**src/rtl/cfg_loader_pkg.sv**
```systemverilog
package cfg_loader_pkg;

    localparam int DIAG_W = 8;

    typedef enum logic [2:0] {
        S_IDLE,
        S_PROG,
        S_POLL,
        S_LOAD,
        S_DRAIN,
        S_FIN,
        S_TRAIL,
        S_CHECK
    } ld_state_t;

    typedef enum logic [1:0] {
        PG_IDLE,
        PG_LO,
        PG_HI
    } pg_state_t;

    localparam logic [DIAG_W-1:0] DIAG_POLL_HI = 8'd200;
    localparam logic [DIAG_W-1:0] DIAG_POLL_LO = 8'd100;
    localparam logic [DIAG_W-1:0] DIAG_FIN_HI  = 8'd20;
    localparam logic [DIAG_W-1:0] DIAG_FIN_LO  = 8'd10;
    localparam logic [DIAG_W-1:0] DIAG_END_HI  = 8'd2;
    localparam logic [DIAG_W-1:0] DIAG_END_LO  = 8'd1;

    // choose one of two diagnostic weights from the init level
    function automatic logic [DIAG_W-1:0] diag_pick(
        input logic lvl,
        input logic [DIAG_W-1:0] hi,
        input logic [DIAG_W-1:0] lo
    );
        return lvl ? hi : lo;
    endfunction

endpackage

```
**src/rtl/cfg_pulse_gen.sv**
```systemverilog
module cfg_pulse_gen
    import cfg_loader_pkg::*;
#(
    parameter int PHASE_W = 8
) (
    input  logic               clk,
    input  logic               rst,
    input  logic               abort,
    input  logic               go,
    input  logic [PHASE_W-1:0] phase_len,
    output logic               cclk,
    output logic               idle,
    output logic               fin
);
    pg_state_t          st_q;
    logic [PHASE_W-1:0] cnt_q;
    logic [PHASE_W-1:0] len_m1;
    logic               free;

    // a zero length is treated as one cycle per phase
    assign len_m1 = (phase_len == '0) ? '0 : phase_len - 1'b1;
    assign fin    = (st_q == PG_HI) && (cnt_q == '0);
    assign idle   = (st_q == PG_IDLE);
    assign free   = idle || fin;
    assign cclk   = (st_q == PG_HI);

    always_ff @(posedge clk) begin
        if (rst || abort) begin
            st_q  <= PG_IDLE;
            cnt_q <= '0;
        end else if (free) begin
            if (go) begin
                st_q  <= PG_LO;
                cnt_q <= len_m1;
            end else begin
                st_q  <= PG_IDLE;
            end
        end else if (cnt_q == '0) begin
            st_q  <= PG_HI;
            cnt_q <= len_m1;
        end else begin
            cnt_q <= cnt_q - 1'b1;
        end
    end

endmodule

```
**src/rtl/cfg_accum.sv**
```systemverilog
module cfg_accum #(
    parameter int DATA_W    = 8,
    parameter int CHUNK_MAX = 64,
    parameter int CNT_W     = 32
) (
    input  logic              clk,
    input  logic              rst,
    input  logic              clear,
    input  logic              accept,
    input  logic [DATA_W-1:0] data,
    input  logic              last,
    output logic [DATA_W-1:0] checksum,
    output logic [CNT_W-1:0]  byte_count,
    output logic              short_end
);
    localparam int CW = $clog2(CHUNK_MAX + 1);
    localparam logic [CW-1:0] FULL_IDX = CW'(CHUNK_MAX - 1);

    logic [CW-1:0]     chunk_q;
    logic [DATA_W-1:0] sum_q;
    logic [CNT_W-1:0]  cnt_q;
    logic              full;
    logic              close;

    assign full      = (chunk_q == FULL_IDX);
    assign close     = last || full;
    assign short_end = accept && last && !full;
    assign checksum  = sum_q;
    assign byte_count = cnt_q;

    always_ff @(posedge clk) begin
        if (rst || clear) begin
            chunk_q <= '0;
            sum_q   <= '0;
            cnt_q   <= '0;
        end else if (accept) begin
            sum_q <= sum_q + data;
            if (close) begin
                cnt_q   <= cnt_q + CNT_W'(chunk_q) + 1'b1;
                chunk_q <= '0;
            end else begin
                chunk_q <= chunk_q + 1'b1;
            end
        end
    end

endmodule

```
**src/rtl/fpga_cfg_loader.sv**
```systemverilog
module fpga_cfg_loader
    import cfg_loader_pkg::*;
#(
    parameter int PHASE_W    = 8,
    parameter int CHUNK_MAX  = 64,
    parameter int SETTLE_CYC = 1000,
    parameter int POLL_MAX   = 65535,
    parameter int TRAIL_LONG = 65535,
    parameter int TRAIL_TAIL = 4,
    parameter int TRAIL_POST = 1,
    parameter int TRAIL_LAST = 3
) (
    input  logic               clk,
    input  logic               rst,
    input  logic               reset_req,
    input  logic               flash_mode,
    input  logic [PHASE_W-1:0] phase_len,
    input  logic               in_valid,
    input  logic [7:0]         in_data,
    input  logic               in_last,
    output logic               in_ready,
    input  logic               init_in,
    input  logic               done_in,
    output logic               prog_n,
    output logic               cfg_clk,
    output logic [7:0]         data_out,
    output logic               sel_ctl,
    output logic               bus_oe,
    output logic [1:0]         mode_pins,
    output logic               busy,
    output logic               configured,
    output logic               post_cfg,
    output logic [7:0]         checksum,
    output logic [31:0]        byte_count,
    output logic [DIAG_W-1:0]  diag_code
);
    localparam int N_SEL   = TRAIL_LONG + TRAIL_TAIL;
    localparam int N_REL   = N_SEL + TRAIL_POST;
    localparam int N_TOT   = N_REL + TRAIL_LAST;
    localparam int PW      = $clog2(N_TOT + 1);
    localparam int SW      = $clog2(SETTLE_CYC + 1);
    localparam int QW      = $clog2(POLL_MAX + 1);
    localparam logic [PW-1:0] SEL_AT  = PW'(N_SEL);
    localparam logic [PW-1:0] REL_AT  = PW'(N_REL);
    localparam logic [PW-1:0] TOT_C   = PW'(N_TOT);
    localparam logic [SW-1:0] SET_END = SW'(SETTLE_CYC - 1);
    localparam logic [QW-1:0] POL_END = QW'(POLL_MAX);

    ld_state_t         st_q;
    logic [SW-1:0]     settle_q;
    logic [QW-1:0]     poll_q;
    logic [PW-1:0]     pcnt_q;
    logic [DIAG_W-1:0] diag_q;
    logic              prog_n_q;
    logic              sel_q;
    logic              oe_q;
    logic              flash_q;
    logic              cfg_q;
    logic              post_q;
    logic [7:0]        data_q;

    logic pg_idle;
    logic pg_fin;
    logic pg_free;
    logic pg_go;
    logic accept;
    logic trail_go;
    logic poll_exit;
    logic short_end;

    assign pg_free   = pg_idle || pg_fin;
    assign in_ready  = (st_q == S_LOAD) && pg_idle;
    assign accept    = in_valid && in_ready && !reset_req;
    assign trail_go  = (st_q == S_TRAIL) && pg_free && (pcnt_q != TOT_C);
    assign pg_go     = accept || trail_go;
    assign poll_exit = (st_q == S_POLL) && (init_in || (poll_q == POL_END));

    cfg_pulse_gen #(
        .PHASE_W (PHASE_W)
    ) pulse_i (
        .clk       (clk),
        .rst       (rst),
        .abort     (reset_req),
        .go        (pg_go),
        .phase_len (phase_len),
        .cclk      (cfg_clk),
        .idle      (pg_idle),
        .fin       (pg_fin)
    );

    cfg_accum #(
        .DATA_W    (8),
        .CHUNK_MAX (CHUNK_MAX),
        .CNT_W     (32)
    ) accum_i (
        .clk        (clk),
        .rst        (rst),
        .clear      (poll_exit && !reset_req),
        .accept     (accept),
        .data       (in_data),
        .last       (in_last),
        .checksum   (checksum),
        .byte_count (byte_count),
        .short_end  (short_end)
    );

    always_ff @(posedge clk) begin
        if (rst) begin
            st_q     <= S_IDLE;
            settle_q <= '0;
            poll_q   <= '0;
            pcnt_q   <= '0;
            diag_q   <= '0;
            prog_n_q <= 1'b1;
            sel_q    <= 1'b1;
            oe_q     <= 1'b0;
            flash_q  <= 1'b0;
            cfg_q    <= 1'b0;
            post_q   <= 1'b0;
            data_q   <= '0;
        end else begin
            post_q <= 1'b0;
            if (reset_req) begin
                st_q     <= S_PROG;
                settle_q <= '0;
                prog_n_q <= 1'b0;
                sel_q    <= 1'b1;
                oe_q     <= 1'b0;
                flash_q  <= flash_mode;
                cfg_q    <= 1'b0;
            end else begin
                unique case (st_q)
                    S_IDLE: ;
                    S_PROG: begin
                        if (settle_q == SET_END) begin
                            prog_n_q <= 1'b1;
                            sel_q    <= 1'b0;
                            oe_q     <= 1'b1;
                            poll_q   <= '0;
                            st_q     <= S_POLL;
                        end else begin
                            settle_q <= settle_q + 1'b1;
                        end
                    end
                    S_POLL: begin
                        if (poll_exit) begin
                            diag_q <= diag_pick(init_in, DIAG_POLL_HI, DIAG_POLL_LO);
                            st_q   <= S_LOAD;
                        end else begin
                            poll_q <= poll_q + 1'b1;
                        end
                    end
                    S_LOAD: begin
                        if (accept) begin
                            data_q <= in_data;
                            if (short_end) st_q <= S_DRAIN;
                        end
                    end
                    S_DRAIN: begin
                        if (pg_fin) st_q <= S_FIN;
                    end
                    S_FIN: begin
                        diag_q <= diag_q + diag_pick(init_in, DIAG_FIN_HI, DIAG_FIN_LO);
                        pcnt_q <= '0;
                        st_q   <= S_TRAIL;
                    end
                    S_TRAIL: begin
                        if (trail_go) begin
                            pcnt_q <= pcnt_q + 1'b1;
                            if (pcnt_q == SEL_AT) sel_q <= 1'b1;
                            if (pcnt_q == REL_AT) oe_q  <= 1'b0;
                        end
                        if (pg_fin && (pcnt_q == TOT_C)) st_q <= S_CHECK;
                    end
                    S_CHECK: begin
                        diag_q <= diag_q + diag_pick(init_in, DIAG_END_HI, DIAG_END_LO);
                        if (done_in) begin
                            cfg_q  <= 1'b1;
                            post_q <= 1'b1;
                        end
                        st_q <= S_IDLE;
                    end
                    default: st_q <= S_IDLE;
                endcase
            end
        end
    end

    assign prog_n     = prog_n_q;
    assign data_out   = data_q;
    assign sel_ctl    = sel_q;
    assign bus_oe     = oe_q;
    assign mode_pins  = {flash_q, 1'b1};
    assign busy       = (st_q != S_IDLE);
    assign configured = cfg_q;
    assign post_cfg   = post_q;
    assign diag_code  = diag_q;

endmodule

```
**config.mk**
```make
export PLATFORM = sky130hd
export DESIGN_NAME = fpga_cfg_loader
export DESIGN_NICKNAME = d
export VERILOG_FILES = /design/src/rtl/cfg_loader_pkg.sv /design/src/rtl/cfg_pulse_gen.sv /design/src/rtl/cfg_accum.sv /design/src/rtl/fpga_cfg_loader.sv
export SDC_FILE = /design/constraint.sdc
export NUM_CORES = 1
export LEC_CHECK = 0
export ABC_CLOCK_PERIOD_IN_PS = 3200
export BUFFER_PORTS_ARGS = -buffer_cell sky130_fd_sc_hd__buf_2
export CAP_MARGIN = 20
export CORE_MARGIN = 4
export CORE_UTILIZATION = 25
export CTS_CLUSTER_DIAMETER = 60
export DETAILED_ROUTE_END_ITERATION = 10
export GPL_TIMING_DRIVEN = 0
export PLACE_DENSITY = 0.46
export SETUP_SLACK_MARGIN = 0.3
export SLEW_MARGIN = 20
export SYNTH_ARGS = -nofsm -noshare
export SYNTH_HDL_FRONTEND = slang
export SYNTH_HIERARCHICAL = 1
export SYNTH_SLANG_ARGS = --single-unit
```
**constraint.sdc**
```tcl
create_clock -name clk -period 3.2 [get_ports clk]
set_input_delay 0.16 -clock clk [delete_from_list [all_inputs] [get_ports clk]]
set_output_delay 0.16 -clock clk [all_outputs]
set_load 0.005 [all_outputs]
```
==> flow_summary_export.csv <==
group,metric,value,unit
status,outcome,"complete, no violations",
synthesis,async_sr_flop_fraction,0,
final_layout,layout.cell_area.non_filler,8780,µm²
grt,grt_pass1_vias,6252,
grt,grt.met2_usage,0.199,
floorplanning,floorplan.die.width,177,µm
grt,globalRoute.totalOverflow,0,
setup_path,worstReg2RegEnd,"diag_code[7]$_SDFFE_PP0P_",
setup_path,worst-endpoint-required,3.54,ns
placement,gp_congestion,0.806,
floorplanning,start_util,0.255,
power,power.ir.vdd_worst,0.265,mV
setup_path,worst_ep_arrival_time,3.07,ns
synthesis,count_of_flip_flops_with_a_built_in_enable_after_synthesis,0,
final_layout,final_net_count,1026,
synthesis,postSynthNetCount,910,
floorplanning,die_area,31400,µm²
sta,setup_slack,0.466,ns
hold_path,holdPathStages,3,
clock_network,clock_tree_from_tritoncts,"done",
sta,totalNegativeSetupSlack,0,ns
final_layout,layout-drive-gt1-share,0.187,
setup_path,timing.critical_path.to_type,"register",
hold_path,hold_path_end,"data_out[0]$_SDFFE_PP0P_",
detailed_routing,detailedRoute.firstIterationViolations,316,
sta,layout_min_cycle_time,2.73,ns
grt,groute.usage.overall,0.125,
clock_network,clockRootBuffer,"clkbuf_16",
synthesis,synth_top_flop_cell,"dfxtp_1",
detailed_routing,post_drt_wl_per_cell,14.3,µm
final_layout,area.sequential,2510,µm²
grt,pin_count_of_the_biggest_net_entering_global_routing,17,
synthesis,yosysWarningCount,6,
setup_path,critical_path.max_stage_delay,0.48,ns
sta,final_hold_viol_count,0,
hold_path,hold_path_startpoint,"in_data[0]",
placement,place_ws,-0.332,ns
hold_path,hold_path_class,"in2reg",
sta,worst_margin_pin_slew,0.726,ns
grt,gr-max-usage-layer,"met2",
synthesis,syn_inst,855,
sta,relative_slew_slack,0.514,
grt,global_route.usage.met3,0.0291,
sta,rsz0062_at_grt,"no",
power,cellPowerDensity,405,nW/µm²
sta,setup_viol,0,
grt,met1_usage,0.172,
clock_network,cts_num_sinks,125,
synthesis,synth.ff_latch_count,125,
clock_network,cts_buffers,17,
clock_network,worstSkewPairLatency,0.42,ns
setup_path,crit_path_slowest_cell,"or4_1",
floorplanning,core-area,28000,µm²
synthesis,per_instance_average_area_after_synthesis,8.37,µm²
setup_path,reg2reg_depth,11,
final_layout,layout_commonest_cell,"dfxtp_1",
sta,layout_worst_path_cycle_share,0.854,
placement,port_buffers,88,
sta,fmax,366,MHz
final_layout,area.growth.synth_to_final,22.8,%
detailed_routing,routed_wl,19.5,mm
placement,placement.cell_area,8070,µm²
setup_path,cp_max_fo,9,
synthesis,proportion_of_synthesized_chip_area_in_sequential_cells,0.350,
synthesis,synthDistinctLibCells,82,
setup_path,timing.critical_path.from_type,"register",
detailed_routing,mean_number_of_vias_per_cell,4.83,
sta,final_slew_viol_count,0,
detailed_routing,drc,0,
grt,antenna_found_initial,0,
detailed_routing,antenna_violating_nets_post_route,0,
clock_network,cts.clk_slew.worst_paths,0.06,ns
power,p_leak,3.46,nW
sta,fin_hold_ws,0.0161,ns
floorplanning,die-height,177,µm
clock_network,clock_tree.buffer_depth,2,
grt,grt_first_pass_wirelength,32.1,mm
clock_network,htreeDepth,4,
final_layout,area_occupied_by_multi_input_gates,4430,µm²
final_layout,layout.filler_cells,3023,
setup_path,timing.reg2reg.setup_slack,0.47,ns
detailed_routing,drt_pass1_iterations,4,
final_layout,final_cell_mix,"dfxtp_1, nor2_1, buf_2, nand2_1, a21oi_1",
setup_path,worst_r2r_startpoint,"st_q[2]$_SDFFE_PP0P_",
setup_path,timing.critical_path.cells,"and2_1 > clkbuf_4 > nand2_4 > ha_4 > inv_1 > ha_1 > a21o_1 > nand4_1 > a32o_1 > or4_1 > a31oi_1",
detailed_routing,dr_total_vias,6581,
flow_run,max_cap_viol_count,0,
floorplanning,io-pin-count,90,
setup_path,criticalPathCategory,"reg2reg",
sta,worst_clock_skew,0.0169,ns
floorplanning,num_rows,61,
placement,post-dp-hpwl,14.3,mm
synthesis,post_synth_instance_area,7150,µm²
-- critical path, delay by kind of cell (launching register included) --
kind / cells / cell delay, ns
buffers and inverters: 2 / 0.24
and+or+nand+nor: 4 / 0.83
adders and majority gates: 2 / 0.58
DFF: 1 / 0.38
AOI/OAI and AO/OA: 3 / 0.63
-- where the power goes --
group	internal (mW)	leakage, nW	switching (mW)
Combinational	0.0569	2.18	0.0956
Sequential	1.56	1.01	0.00287
Clock	1.02	0.274	0.820
Total	2.63	3.46	0.918
-- routing by layer --
metal	wire, µm	vias to the layer above
met5	0	-
met4	175	0
met3	791	14
met2	8830	105
met1	9700	3119
li1	-	3343
-- sequential cells by signal, summed over array words and instances (netlist names) --
name,cells
accum_i/byte_count,32
accum_i/checksum,8
accum_i/chunk_q,7
bus_oe,1
configured,1
data_out,8
diag_code,8
flash_q,1
pcnt_q,17
poll_q,16
post_cfg,1
prog_n,1
pulse_i/cnt_q,8
pulse_i/st_q,2
sel_ctl,1
settle_q,10
st_q,3
-- logic make-up (layout without fill, tap and decap cells) --
family	after synthesis	in the layout	synth area share
adder cells (fa/ha/maj)	31	31	0.0574
buffers and inverters	64	193	0.0385
AO/OA/AOI/OAI	176	176	0.164
other	1	2	0.000524
AND/OR/NAND/NOR	376	376	0.285
multiplexers	25	25	0.0350
XOR/XNOR	57	57	0.0698
flip-flops	125	125	0.350
-- Yosys cell counts, drive strengths merged, types with 3 or more instances --
library cell	number	area share
nor3b	5	0.0052
nand2	57	0.030
nand3	42	0.029
inv	25	0.013
a21o	9	0.0094
and4	9	0.011
nor4b	5	0.0082
nor4bb	3	0.0042
mux2i	25	0.035
and3	20	0.017
a311oi	5	0.0061
xor2	39	0.048
nor4	8	0.0079
a211oi	7	0.0087
a41oi	3	0.0037
o211ai	6	0.0063
a21oi	55	0.041
and2	14	0.012
or3	21	0.018
ha	28	0.049
nor2	104	0.056
a211o	3	0.0037
a31oi	5	0.0052
o31ai	10	0.010
nand2b	11	0.0096
o21ai	38	0.027
fa	3	0.0084
dfxtp	125	0.35
o31a	5	0.0063
o21a	7	0.0073
a22oi	3	0.0031
buf	11	0.0096
clkbuf	27	0.014
or2	9	0.0079
or4	9	0.010
nor2b	6	0.0052
nand4	27	0.024
xnor2	18	0.022
nor3	18	0.016
-- how the worst max path moves through the flow --
stage | from | end | slack (ns) | cells after the start
finish | st_q[2]$_SDFFE_PP0P_ | diag_code[7]$_SDFFE_PP0P_ | 0.47 | 11
floorplan | pulse_i/st_q[0]$_SDFFE_PP0P_ | accum_i/byte_count[18]$_SDFFE_PP0P_ | 0.43 | 12
detailed placement | pulse_i/st_q[0]$_SDFFE_PP0P_ | accum_i/byte_count[18]$_SDFFE_PP0P_ | -0.33 | 12
global route | st_q[1]$_SDFFE_PP0P_ | accum_i/byte_count[24]$_SDFFE_PP0P_ | 0.31 | 12
CTS | poll_q[0]$_SDFFE_PP0P_ | accum_i/byte_count[28]$_SDFFE_PP0P_ | 0.31 | 9
global placement | pulse_i/st_q[0]$_SDFFE_PP0P_ | accum_i/byte_count[18]$_SDFFE_PP0P_ | -0.31 | 12
-- what timing repair did --
item,4_1_cts,5_1_grt
endpoints found under the setup margin,63,51
gates resized for setup,9,22
pin swaps,2,2
hold endpoints to repair,5,0
hold buffers,5,0
buffers inserted,4,0
-- area by class of cell --
type                            instances  area share
Antenna cell                            1    0.000285
Buffer                                 39      0.0228
Clock buffer                           17      0.0484
Clock inverter                         15      0.0148
Inverter                               25      0.0110
Multi-Input combinational cell        666       0.504
Sequential cell                       125       0.285
Tap cell                              378      0.0539
Timing Repair Buffer                   97      0.0593
-- metrics by stage --
step                instances  utilization  total power, mW
finish                   1363        0.313             3.55
CTS                      1362        0.312             3.61
global route             1362        0.313             3.70
detailed placement       1321        0.288             1.74
floorplan                 855            -             1.68
global placement         1321        0.288             1.74
(Power assumes the default switching activity.)
